--- src/rtl/wake_pkg.sv ---
package wake_pkg;

    typedef enum logic [1:0] {
        LP_RUN  = 2'd0,
        LP_DEEP = 2'd1,
        LP_HIB  = 2'd2
    } lp_mode_e;

    localparam logic [7:0] TRIG_RISE   = 8'h01;
    localparam logic [7:0] TRIG_FALL   = 8'h02;
    localparam logic [7:0] TRIG_BOTH   = 8'h03;
    localparam logic [7:0] TRIG_HIGH   = 8'h04;
    localparam logic [7:0] TRIG_LOW    = 8'h08;
    localparam logic [7:0] TRIG_IGNORE = 8'hF0;

    localparam int ADDR_EN    = 0;
    localparam int ADDR_POL   = 1;
    localparam int ADDR_STAT  = 2;
    localparam int ADDR_TRIG0 = 3;

    typedef struct packed {
        logic       en;
        logic       pol;
        logic [7:0] trig;
    } src_cfg_t;

    // evaluate one trigger code against the effective current/previous level
    function automatic logic trig_hit(logic [7:0] code, logic cur, logic prv);
        case (code)
            TRIG_RISE: return cur & ~prv;
            TRIG_FALL: return ~cur & prv;
            TRIG_BOTH: return cur ^ prv;
            TRIG_HIGH: return cur;
            TRIG_LOW:  return ~cur;
            default:   return 1'b0;
        endcase
    endfunction

    function automatic logic src_eligible(lp_mode_e m, logic hib_only);
        return (m == LP_HIB) || ((m == LP_DEEP) && !hib_only);
    endfunction

endpackage

--- src/rtl/wake_sync.sv ---
module wake_sync #(
    parameter int N = 8
) (
    input  logic         clk,
    input  logic         rst,
    input  logic [N-1:0] raw,
    output logic [N-1:0] cur,
    output logic [N-1:0] prv
);
    logic [N-1:0] stage1;

    for (genvar k = 0; k < N; k++) begin : g_line
        always_ff @(posedge clk) begin
            if (rst) begin
                stage1[k] <= 1'b0;
                cur[k]    <= 1'b0;
                prv[k]    <= 1'b0;
            end else begin
                stage1[k] <= raw[k];
                cur[k]    <= stage1[k];
                prv[k]    <= cur[k];
            end
        end
    end

endmodule

--- src/rtl/wake_detect.sv ---
module wake_detect
    import wake_pkg::*;
#(
    parameter int             N        = 8,
    parameter logic [N-1:0]   HIB_ONLY = 8'h80
) (
    input  logic [N-1:0]           cur,
    input  logic [N-1:0]           prv,
    input  src_cfg_t [N-1:0]       cfg,
    input  lp_mode_e               mode,
    output logic [N-1:0]           hit
);
    for (genvar k = 0; k < N; k++) begin : g_src
        logic eff_cur;
        logic eff_prv;
        assign eff_cur = cur[k] ^ cfg[k].pol;
        assign eff_prv = prv[k] ^ cfg[k].pol;
        assign hit[k]  = cfg[k].en
                       & src_eligible(mode, HIB_ONLY[k])
                       & trig_hit(cfg[k].trig, eff_cur, eff_prv);
    end

endmodule

--- src/rtl/wake_regs.sv ---
module wake_regs
    import wake_pkg::*;
#(
    parameter int N  = 8,
    parameter int DW = 32,
    parameter int AW = 3
) (
    input  logic              clk,
    input  logic              rst,
    input  logic              we,
    input  logic [AW-1:0]     addr,
    input  logic [DW-1:0]     wdata,
    output logic [DW-1:0]     rdata,
    input  logic [N-1:0]      hit,
    output src_cfg_t [N-1:0]  cfg,
    output logic [N-1:0]      status,
    output logic              req
);
    logic [N-1:0]      en_q, pol_q, stat_q;
    logic [N-1:0][7:0] trig_q;
    logic [N-1:0]      clr, kept, stat_n;
    logic              req_q, req_n;

    always_comb begin
        clr    = (we && addr == AW'(ADDR_STAT)) ? wdata[N-1:0] : '0;
        kept   = stat_q & ~clr;
        stat_n = kept | hit;
        req_n  = (|hit) && (kept == '0);
    end

    always_ff @(posedge clk) begin
        if (rst) begin
            en_q   <= '0;
            pol_q  <= '0;
            stat_q <= '0;
            req_q  <= 1'b0;
        end else begin
            if (we && addr == AW'(ADDR_EN))  en_q  <= wdata[N-1:0];
            if (we && addr == AW'(ADDR_POL)) pol_q <= wdata[N-1:0];
            stat_q <= stat_n;
            req_q  <= req_n;
        end
    end

    for (genvar k = 0; k < N; k++) begin : g_trig
        localparam int WORD = ADDR_TRIG0 + k / 4;
        localparam int LSB  = 8 * (k % 4);
        always_ff @(posedge clk) begin
            if (rst)
                trig_q[k] <= TRIG_IGNORE;
            else if (we && addr == AW'(WORD))
                trig_q[k] <= wdata[LSB +: 8];
        end
        assign cfg[k].en   = en_q[k];
        assign cfg[k].pol  = pol_q[k];
        assign cfg[k].trig = trig_q[k];
    end

    always_comb begin
        rdata = '0;
        case (addr)
            AW'(ADDR_EN):   rdata[N-1:0] = en_q;
            AW'(ADDR_POL):  rdata[N-1:0] = pol_q;
            AW'(ADDR_STAT): rdata[N-1:0] = stat_q;
            default: begin
                for (int k = 0; k < N; k++)
                    if (addr == AW'(ADDR_TRIG0 + k / 4))
                        rdata[8 * (k % 4) +: 8] = trig_q[k];
            end
        endcase
    end

    assign status = stat_q;
    assign req    = req_q;

endmodule

--- src/rtl/wake_src_ctrl.sv ---
module wake_src_ctrl
    import wake_pkg::*;
#(
    parameter int                 NUM_SRC       = 8,
    parameter logic [NUM_SRC-1:0] HIB_ONLY_MASK = 8'h80,
    parameter int                 DATA_W        = 32,
    parameter int                 ADDR_W        = 3
) (
    input  logic               clk,
    input  logic               rst,
    input  logic [NUM_SRC-1:0] wake_in,
    input  logic [1:0]         lp_mode,
    input  logic               reg_we,
    input  logic [ADDR_W-1:0]  reg_addr,
    input  logic [DATA_W-1:0]  reg_wdata,
    output logic [DATA_W-1:0]  reg_rdata,
    output logic               wake_req,
    output logic [NUM_SRC-1:0] wake_status
);
    logic [NUM_SRC-1:0]     sync_cur, sync_prv, src_hit, src_en;
    src_cfg_t [NUM_SRC-1:0] src_cfg;
    lp_mode_e               mode_e;

    assign mode_e = lp_mode_e'(lp_mode);

    for (genvar k = 0; k < NUM_SRC; k++) begin : g_en
        assign src_en[k] = src_cfg[k].en;
    end

    wake_sync #(.N(NUM_SRC)) i_sync (
        .clk (clk),
        .rst (rst),
        .raw (wake_in),
        .cur (sync_cur),
        .prv (sync_prv)
    );

    wake_detect #(.N(NUM_SRC), .HIB_ONLY(HIB_ONLY_MASK)) i_detect (
        .cur  (sync_cur),
        .prv  (sync_prv),
        .cfg  (src_cfg),
        .mode (mode_e),
        .hit  (src_hit)
    );

    wake_regs #(.N(NUM_SRC), .DW(DATA_W), .AW(ADDR_W)) i_regs (
        .clk    (clk),
        .rst    (rst),
        .we     (reg_we),
        .addr   (reg_addr),
        .wdata  (reg_wdata),
        .rdata  (reg_rdata),
        .hit    (src_hit),
        .cfg    (src_cfg),
        .status (wake_status),
        .req    (wake_req)
    );

endmodule

--- config.mk ---
export PLATFORM = sky130hd
export DESIGN_NAME = wake_src_ctrl
export DESIGN_NICKNAME = d
export VERILOG_FILES = /design/src/rtl/wake_pkg.sv /design/src/rtl/wake_sync.sv /design/src/rtl/wake_detect.sv /design/src/rtl/wake_regs.sv /design/src/rtl/wake_src_ctrl.sv
export SDC_FILE = /design/constraint.sdc
export NUM_CORES = 1
export LEC_CHECK = 0
export BUFFER_PORTS_ARGS = -buffer_cell sky130_fd_sc_hd__buf_2
export CORE_MARGIN = 3
export CORE_UTILIZATION = 55
export CTS_CLUSTER_DIAMETER = 200
export CTS_CLUSTER_SIZE = 25
export DETAILED_ROUTE_END_ITERATION = 8
export HOLD_SLACK_MARGIN = 0.15
export PLACE_DENSITY = 0.74
export SLEW_MARGIN = 20
export SYNTH_ARGS = -nofsm -noshare
export SYNTH_HDL_FRONTEND = slang
export SYNTH_SLANG_ARGS = --single-unit
--- constraint.sdc ---
create_clock -name clk -period 2.6 [get_ports clk]
set_input_delay 0.26 -clock clk [delete_from_list [all_inputs] [get_ports clk]]
set_output_delay 0.26 -clock clk [all_outputs]
set_load 0.02 [all_outputs]
==> metrics.yaml, run 1 <==
grt_max_degree: 49
ys_seq_area_share_pct: 42.5
worst_hold_path.num_cells: 5
ctsLongestPathBuffers: 2
p_leak_nw: 2.95
wirelength_um: 16100
fin_crit_sh_pct: 93.3
die_w_um: 104
start_kind: "flip-flop"
num_io_pins: 89
fin_cells: 919
viasPerCell: 5.76
holdPathEnd: "i_regs.en_q[2]$_SDFFE_PP0P_"
max_freq_ghz: 0.412
place.gp.congestion: 0.846
status: "finished clean"
dp_cells: 848
fill_cells: 732
grt_util_met3_pct: 7.39
r2r_slack_ns: 0.17
required_ns: 3.04
crit_path_top_delay_cell: "a2111oi_1"
finalCriticalPeriod_ns: 2.43
totalNegativeSetupSlack_ns: 0
antenna_left: 0
initial_core_util_pct: 57.0
dp_hpwl_um: 10700
post-cts-setup-buffers: 0
path_clk_slew_ns: 0.05
powerDensity_nw_per_um2: 621
cts-root-buf: "clkbuf_8"
syn_area_um2: 5320
setup.worst_path.end_class: "flip-flop"
dr.pass1.iters: 5
setup_ws_ns: 0.174
clock-sinks: 113
antenna_found_initial: 0
synth_area_per_cell_um2: 8.13
syn_nets: 719
met1_usage_pct: 38.0
htree_levels: 4
synth-seq-cells: 113
die-area_um2: 10900
critPathMaxStageDelay_ns: 0.47
clk-insertion-delay-late_ns: 0.51
hold_violations: 0
reg2reg_depth: 8
num-nets-final: 843
vias: 5294
rsz0062_at_grt: "no"
setup_viol: 0
postSynthCellCount: 654
critical_path.cell_chain: "xor2_1 > ha_1 > nand2_1 > o21ai_0 > a2111oi_1 > o2111a_1 > and3b_1 > a31oi_1"
fin_skew_ns: 0.00757
drive_above_1_share_pct: 17.5
row_count: 35
maxSlewViolCount: 0
core_um2: 9330
ir_drop_uv: 558
grt_pass1_vias: 5177
arrival_ns: 2.86
max_cap_violations: 0
num_antenna_cells: 0
drc: 0
grt_overflow_total: 0
holdCritPathClass: "input pin to flip-flop"
grt_pass1_wl_um: 26200
pre_cts_slack_ns: 0.122
worst_pin_slew_ns: 0.887
maxSlewHeadroom_pct: 40.9
r2r-end: "i_regs.req$_SDFF_PP0_"
first_iter_violations: 407
grt_usage_pct: 29.8
cts_tree: "done"
post_drt_wl_per_cell_um: 17.6
path_class: "flip-flop to flip-flop"
power_mw: 4.22
numCtsBuffers: 17
synth_cell_type_count: 39
r2r_start: "i_regs.pol_q[7]$_SDFFE_PP0P_"
area_growth_pct: 27.8
hold_path_startpoint: "reg_we"
grt.met2_usage_pct: 49.5
yosysWarnings: 0
io_buffers: 88
crit_path_max_fanout: 4
die_h_um: 104
busiest_layer: "met2"
==> cells in the mapped netlist <==
master,n,share of area (%)
and4_1,1,0.16
a21boi_0,1,0.14
o21ai_1,2,0.19
ha_1,17,4.0
buf_2,7,0.66
and3b_1,1,0.16
a22o_1,24,4.0
or4b_2,2,0.38
a2111oi_0,8,1.3
o2111a_1,1,0.21
and2_1,1,0.12
clkbuf_1,30,2.1
and4bb_1,1,0.24
nor2b_1,26,3.1
mux2i_1,16,3.0
a211oi_2,1,0.24
a21oi_1,71,6.7
nand4_1,1,0.12
nor2_1,11,0.78
a31oi_1,1,0.12
or4_1,1,0.14
nand2b_1,3,0.35
nor4_1,6,0.71
inv_2,1,0.070
or3b_1,7,1.2
o22ai_1,8,0.94
a211oi_1,7,0.99
xor2_1,16,2.6
nor2_2,1,0.12
dfxtp_1,113,43
nand3_1,2,0.19
o2111ai_1,5,0.82
nand2_1,185,13
nand3b_1,41,5.8
nor3_1,3,0.28
o21ai_0,8,0.75
o21ba_1,1,0.19
inv_1,22,1.6
and3_1,1,0.12
==> how the worst max path moves through the flow <==
stage,endpoint,startpoint,slack [ns],cells after the start
final,i_regs.req$_SDFF_PP0_,i_regs.pol_q[7]$_SDFFE_PP0P_,0.17,8
after global routing,i_regs.req$_SDFF_PP0_,i_regs.pol_q[3]$_SDFFE_PP0P_,0.02,8
after detailed placement,i_regs.req$_SDFF_PP0_,i_regs.pol_q[3]$_SDFFE_PP0P_,0.12,8
after global placement,i_regs.req$_SDFF_PP0_,i_regs.pol_q[3]$_SDFFE_PP0P_,0.24,8
after CTS,i_regs.req$_SDFF_PP0_,i_regs.pol_q[3]$_SDFFE_PP0P_,0.09,8
after floorplan,i_regs.req$_SDFF_PP0_,i_regs.pol_q[7]$_SDFFE_PP0P_,0.62,8
==> state kept, by name (all words and copies together), names as in the netlist <==
signal and flops:
i_regs.cfg 64, i_sync.cur 8, i_regs.en_q 8, i_regs.req 1
i_regs.pol_q 8, i_sync.prv 8, i_sync.stage1 8, i_regs.status 8
==> routing by layer <==
| layer | vias to the layer above | wire length [um] |
|---|---|---|
| met5 | - | 0 |
| met4 | 0 | 280 |
| met3 | 31 | 1600 |
| met2 | 283 | 7670 |
| met1 | 2488 | 6600 |
| li1 | 2492 | - |
==> through the flow <==
step	hold slack, ns	instance area, um2	util [%]
2_1_floorplan	0.381	5320	-
3_3_place_gp	0.422	5880	63.1
3_5_place_dp	0.427	5880	63.1
4_1_cts	0.272	6790	72.8
5_1_grt	0.317	6800	72.9
6_report	0.294	6800	72.9
==> cell families (layout without fill, tap and decap cells) <==
family,after synthesis,in the layout,share of synthesized area [%]
DFF,113,113,42.5
buffers and inverters,60,196,4.40
adders and majority gates,17,17,4.00
AOI/OAI and AO/OA,138,138,16.5
muxes,16,16,3.01
xor gates and xnor gates,16,16,2.63
and+or+nand+nor,294,294,26.9
==> critical path, delay by kind of cell, from the launching register on <==
| kind | cells | cell delay (ns) |
|---|---|---|
| AND/OR/NAND/NOR | 2 | 0.27 |
| AO/OA/AOI/OAI | 4 | 1.05 |
| flip-flops | 1 | 0.44 |
| adder cells (fa/ha/maj) | 1 | 0.28 |
| XOR/XNOR | 1 | 0.31 |
==> area by class of cell <==
cell class	count	area [um2]	share of cell area [%]
clock buffer	20	445	6.55
sequential	113	2260	33.3
tap	129	161	2.37
clock inverter	11	66.3	0.976
timing repair buffer	142	946	13.9
multi-input combinational	481	2830	41.6
inverter	23	86.3	1.27
==> report_power, final <==
group,switching (mW),internal [mW]
registers,0.0426,1.78
clock network,0.789,1.20
logic,0.230,0.177
total,1.06,3.16
==> timing repair <==
item                                    in CTS  in global routing
resized for setup                            0                  3
endpoints found under the setup margin       0                  2
hold buffers                                40                  0
endpoints found under the hold margin       93                  0
==> layout by cell type (no fill, tap or decap), types with 3 or more instances in the layout <==
master,instances
a2111oi_0,5
a2111oi_1,3
a211oi_1,7
a21oi_1,71
a22o_1,24
buf_2,88
buf_4,14
clkbuf_16,16
clkbuf_8,3
clkinv_2,7
clkinvlp_4,3
dfxtp_1,113
dlygate4sd3_1,40
ha_1,17
inv_1,22
mux2i_1,16
nand2_1,185
nand2b_1,3
nand3b_1,41
nor2_1,10
nor2b_1,26
nor3_1,3
nor4_1,6
o2111ai_1,5
o21ai_0,8
o22ai_1,8
or3b_1,7
xor2_1,16
(Power assumes the default switching activity.)
==> run 2, diff against run 1 <==
- CORE_ASPECT_RATIO: default -> 2
- GPL_ROUTABILITY_DRIVEN: default -> 1
- SYNTH_HIERARCHICAL: default -> 1
==> run 2 against run 1 <==
Clock power grew 38%. Via count barely moved. Highest routed layer unchanged. First-iteration DRC count fell by 26%. Maximum frequency is 0.37% higher.
==> metrics.yaml, run 2 <==
status: "finished clean"
first_iter_violations: 302
critPathMaxStageDelay_ns: 0.43
maxSlewViolCount: 0
path_class: "flip-flop to flip-flop"
max_freq_ghz: 0.414
setup_viol: 0
grt_pass1_wl_um: 26400
yosys.area.top_type: "dfxtp_1"
yosysWarnings: 6
die_w_um: 76.7
drive_above_1_share_pct: 20.1
place.gp.congestion: 0.906
start_kind: "flip-flop"
ys.flop_type: "dfxtp_1"
htree_levels: 4
setup.worst_path.end_class: "flip-flop"
holdCritPathClass: "input pin to flip-flop"
post_drt_wl_per_cell_um: 18.2
area_growth_pct: 28.7
cts-root-buf: "clkbuf_16"
wirelength_um: 16500
cp_num_buf_inv: 1
hold_violations: 0
crit_path_max_fanout: 4
fin_skew_ns: 0.00824
num_io_pins: 89
fin_crit_sh_pct: 93.0
grt_usage_pct: 29.7
num_antenna_cells: 0
critical_path.cell_chain: "xor2_1 > inv_1 > ha_1 > a311o_1 > a21o_1 > a21oi_1 > nor4_1 > a221oi_1 > and4_1"
die_h_um: 147
syn_area_um2: 5510
antenna_left: 0
synth-edff-count: 0
final_common_cell: "nand2_1"
ctsLongestPathBuffers: 2
drc: 0
max_cap_violations: 0
crit_path_top_delay_cell: "dfxtp_1"
syn_nets: 714
rsz0062_at_grt: "no"
viasPerCell: 5.83
synth_cell_type_count: 39
maxSlewHeadroom_pct: 49.2
yosys-top-cells-area: "dfxtp_1 (41%), nand2_1 (11%), a21oi_1 (5.8%)"
totalNegativeSetupSlack_ns: 0
required_ns: 2.95
grt_pass1_vias: 5483
grt_max_degree: 74
die-area_um2: 11300
ir_drop_uv: 509
vias: 5295
synth-seq-cells: 113
arrival_ns: 2.76
cts_tree: "done"
antenna_found_initial: 0
synth_area_per_cell_um2: 8.48
critPathTopFamily: "compound AO/OA/AOI/OAI gates"
hold_ws_ns: 0.159
synth_most_common_cell: "nand2_1"
ys_seq_area_share_pct: 41.1
powerDensity_nw_per_um2: 705
layout_common_cells: "nand2_1 (154), dfxtp_1 (113), buf_2 (87), a21oi_1 (64), nand3b_1 (39)"
num-nets-final: 828
largest_register_ffs: 64
clk-insertion-delay-late_ns: 0.41
netlist_top_cells_count: "nand2_1 (154), dfxtp_1 (113), a21oi_1 (64), nand3b_1 (39)"
dp_hpwl_um: 11200
dr.pass1.iters: 5
io_buffers: 88
clock-sinks: 113
synth_top_area_share_pct: 41.1
initial_core_util_pct: 56.4
numCtsBuffers: 17
postSynthCellCount: 649
fill_cells: 742
worst_pin_slew_ns: 0.762
core_um2: 9760
p_leak_nw: 3.09
synth_async_sr_flop_share_pct: 0
row_count: 51
finalCriticalPeriod_ns: 2.42
path_clk_slew_ns: 0.05
grt_overflow_total: 0
run 2: cell count changes in the layout (fill, tap and decap cells not counted), sizes merged, moves of 15 or more:
cell	delta
mux2i	+15
nand2	-31
nor2	+19
nor4b	+16
run 2: stage by stage:
step / area (um2) / std cells / worst slack (ns) / power [mW] / utilization [%]
after floorplan: 5510 / 649 / 0.439 / 2.09 / -
after global placement: 6020 / 842 / 0.295 / 2.22 / 61.7
after detailed placement: 6020 / 842 / 0.153 / 2.23 / 61.7
after CTS: 7060 / 908 / 0.119 / 5.01 / 72.3
after global routing: 7090 / 908 / 0.0609 / 5.14 / 72.6
final: 7090 / 908 / 0.183 / 4.99 / 72.6
run 2: worst paths after layout:
path	from	endpoint	slack (ns)	depth (start not counted)
setup / recovery	i_regs/pol_q[4]$_SDFFE_PP0P_	i_regs/req$_SDFF_PP0_	0.18	9
setup reg to reg	i_regs/pol_q[4]$_SDFFE_PP0P_	i_regs/req$_SDFF_PP0_	0.18	9
hold / removal	reg_wdata[4]	i_regs/cfg[4]$_SDFFE_PP1P_	0.16	3
hold reg to reg	i_sync/stage1[1]$_SDFF_PP0_	i_sync/cur[1]$_SDFF_PP0_	0.44	1
run 2: layout make-up:
cell class / instances / area, um2 / share of cell area, %
clock inverters: 11 / 230 / 3.25
repair buffers: 133 / 878 / 12.4
well taps: 132 / 165 / 2.33
flip-flops and latches: 113 / 2260 / 31.9
multi-input cells: 481 / 3020 / 42.6
clock buffers: 21 / 470 / 6.64
inverters: 17 / 63.8 / 0.901
run 2: logic make-up after synthesis:
family / synth area share, %
xor gates and xnor gates: 2.55
DFF: 41.1
adders and majority gates: 3.86
AOI/OAI and AO/OA: 13.8
muxes: 5.84
and+or+nand+nor: 28.3
buffers and inverters: 4.59
run 2: per-layer routing:
layer  track usage (%)  vias up  routed length [um]  part of all wire, %
met3              7.50       54                 937                  5.7
met5                 0        -                   0                    0
li1                  -     2461                   -                    -
met1              29.5     2553                5980                   36
met4              18.6        0                 800                  4.8
met2              53.8      227                8800                   53
run 2: what timing repair did:
item / 4_1_cts / 5_1_grt
endpoints found under the hold margin: 59 / 0
hold buffers: 34 / 0
resized for setup: 0 / 3
setup buffers: 0 / 0
setup endpoints to repair: 0 / 1
run 2: worst reg2reg max path: cells and delay by family, from the launching register on:
family,cells,cell delay [ns]
AO/OA/AOI/OAI,4,1.03
XOR/XNOR,1,0.23
flip-flops,1,0.43
buffers and inverters,1,0.07
adder cells (fa/ha/maj),1,0.31
AND/OR/NAND/NOR,2,0.29
run 2: power breakdown:
| group | internal [mW] | switching [mW] |
|---|---|---|
| clock network | 1.96 | 0.783 |
| logic | 0.190 | 0.230 |
| registers | 1.78 | 0.0459 |
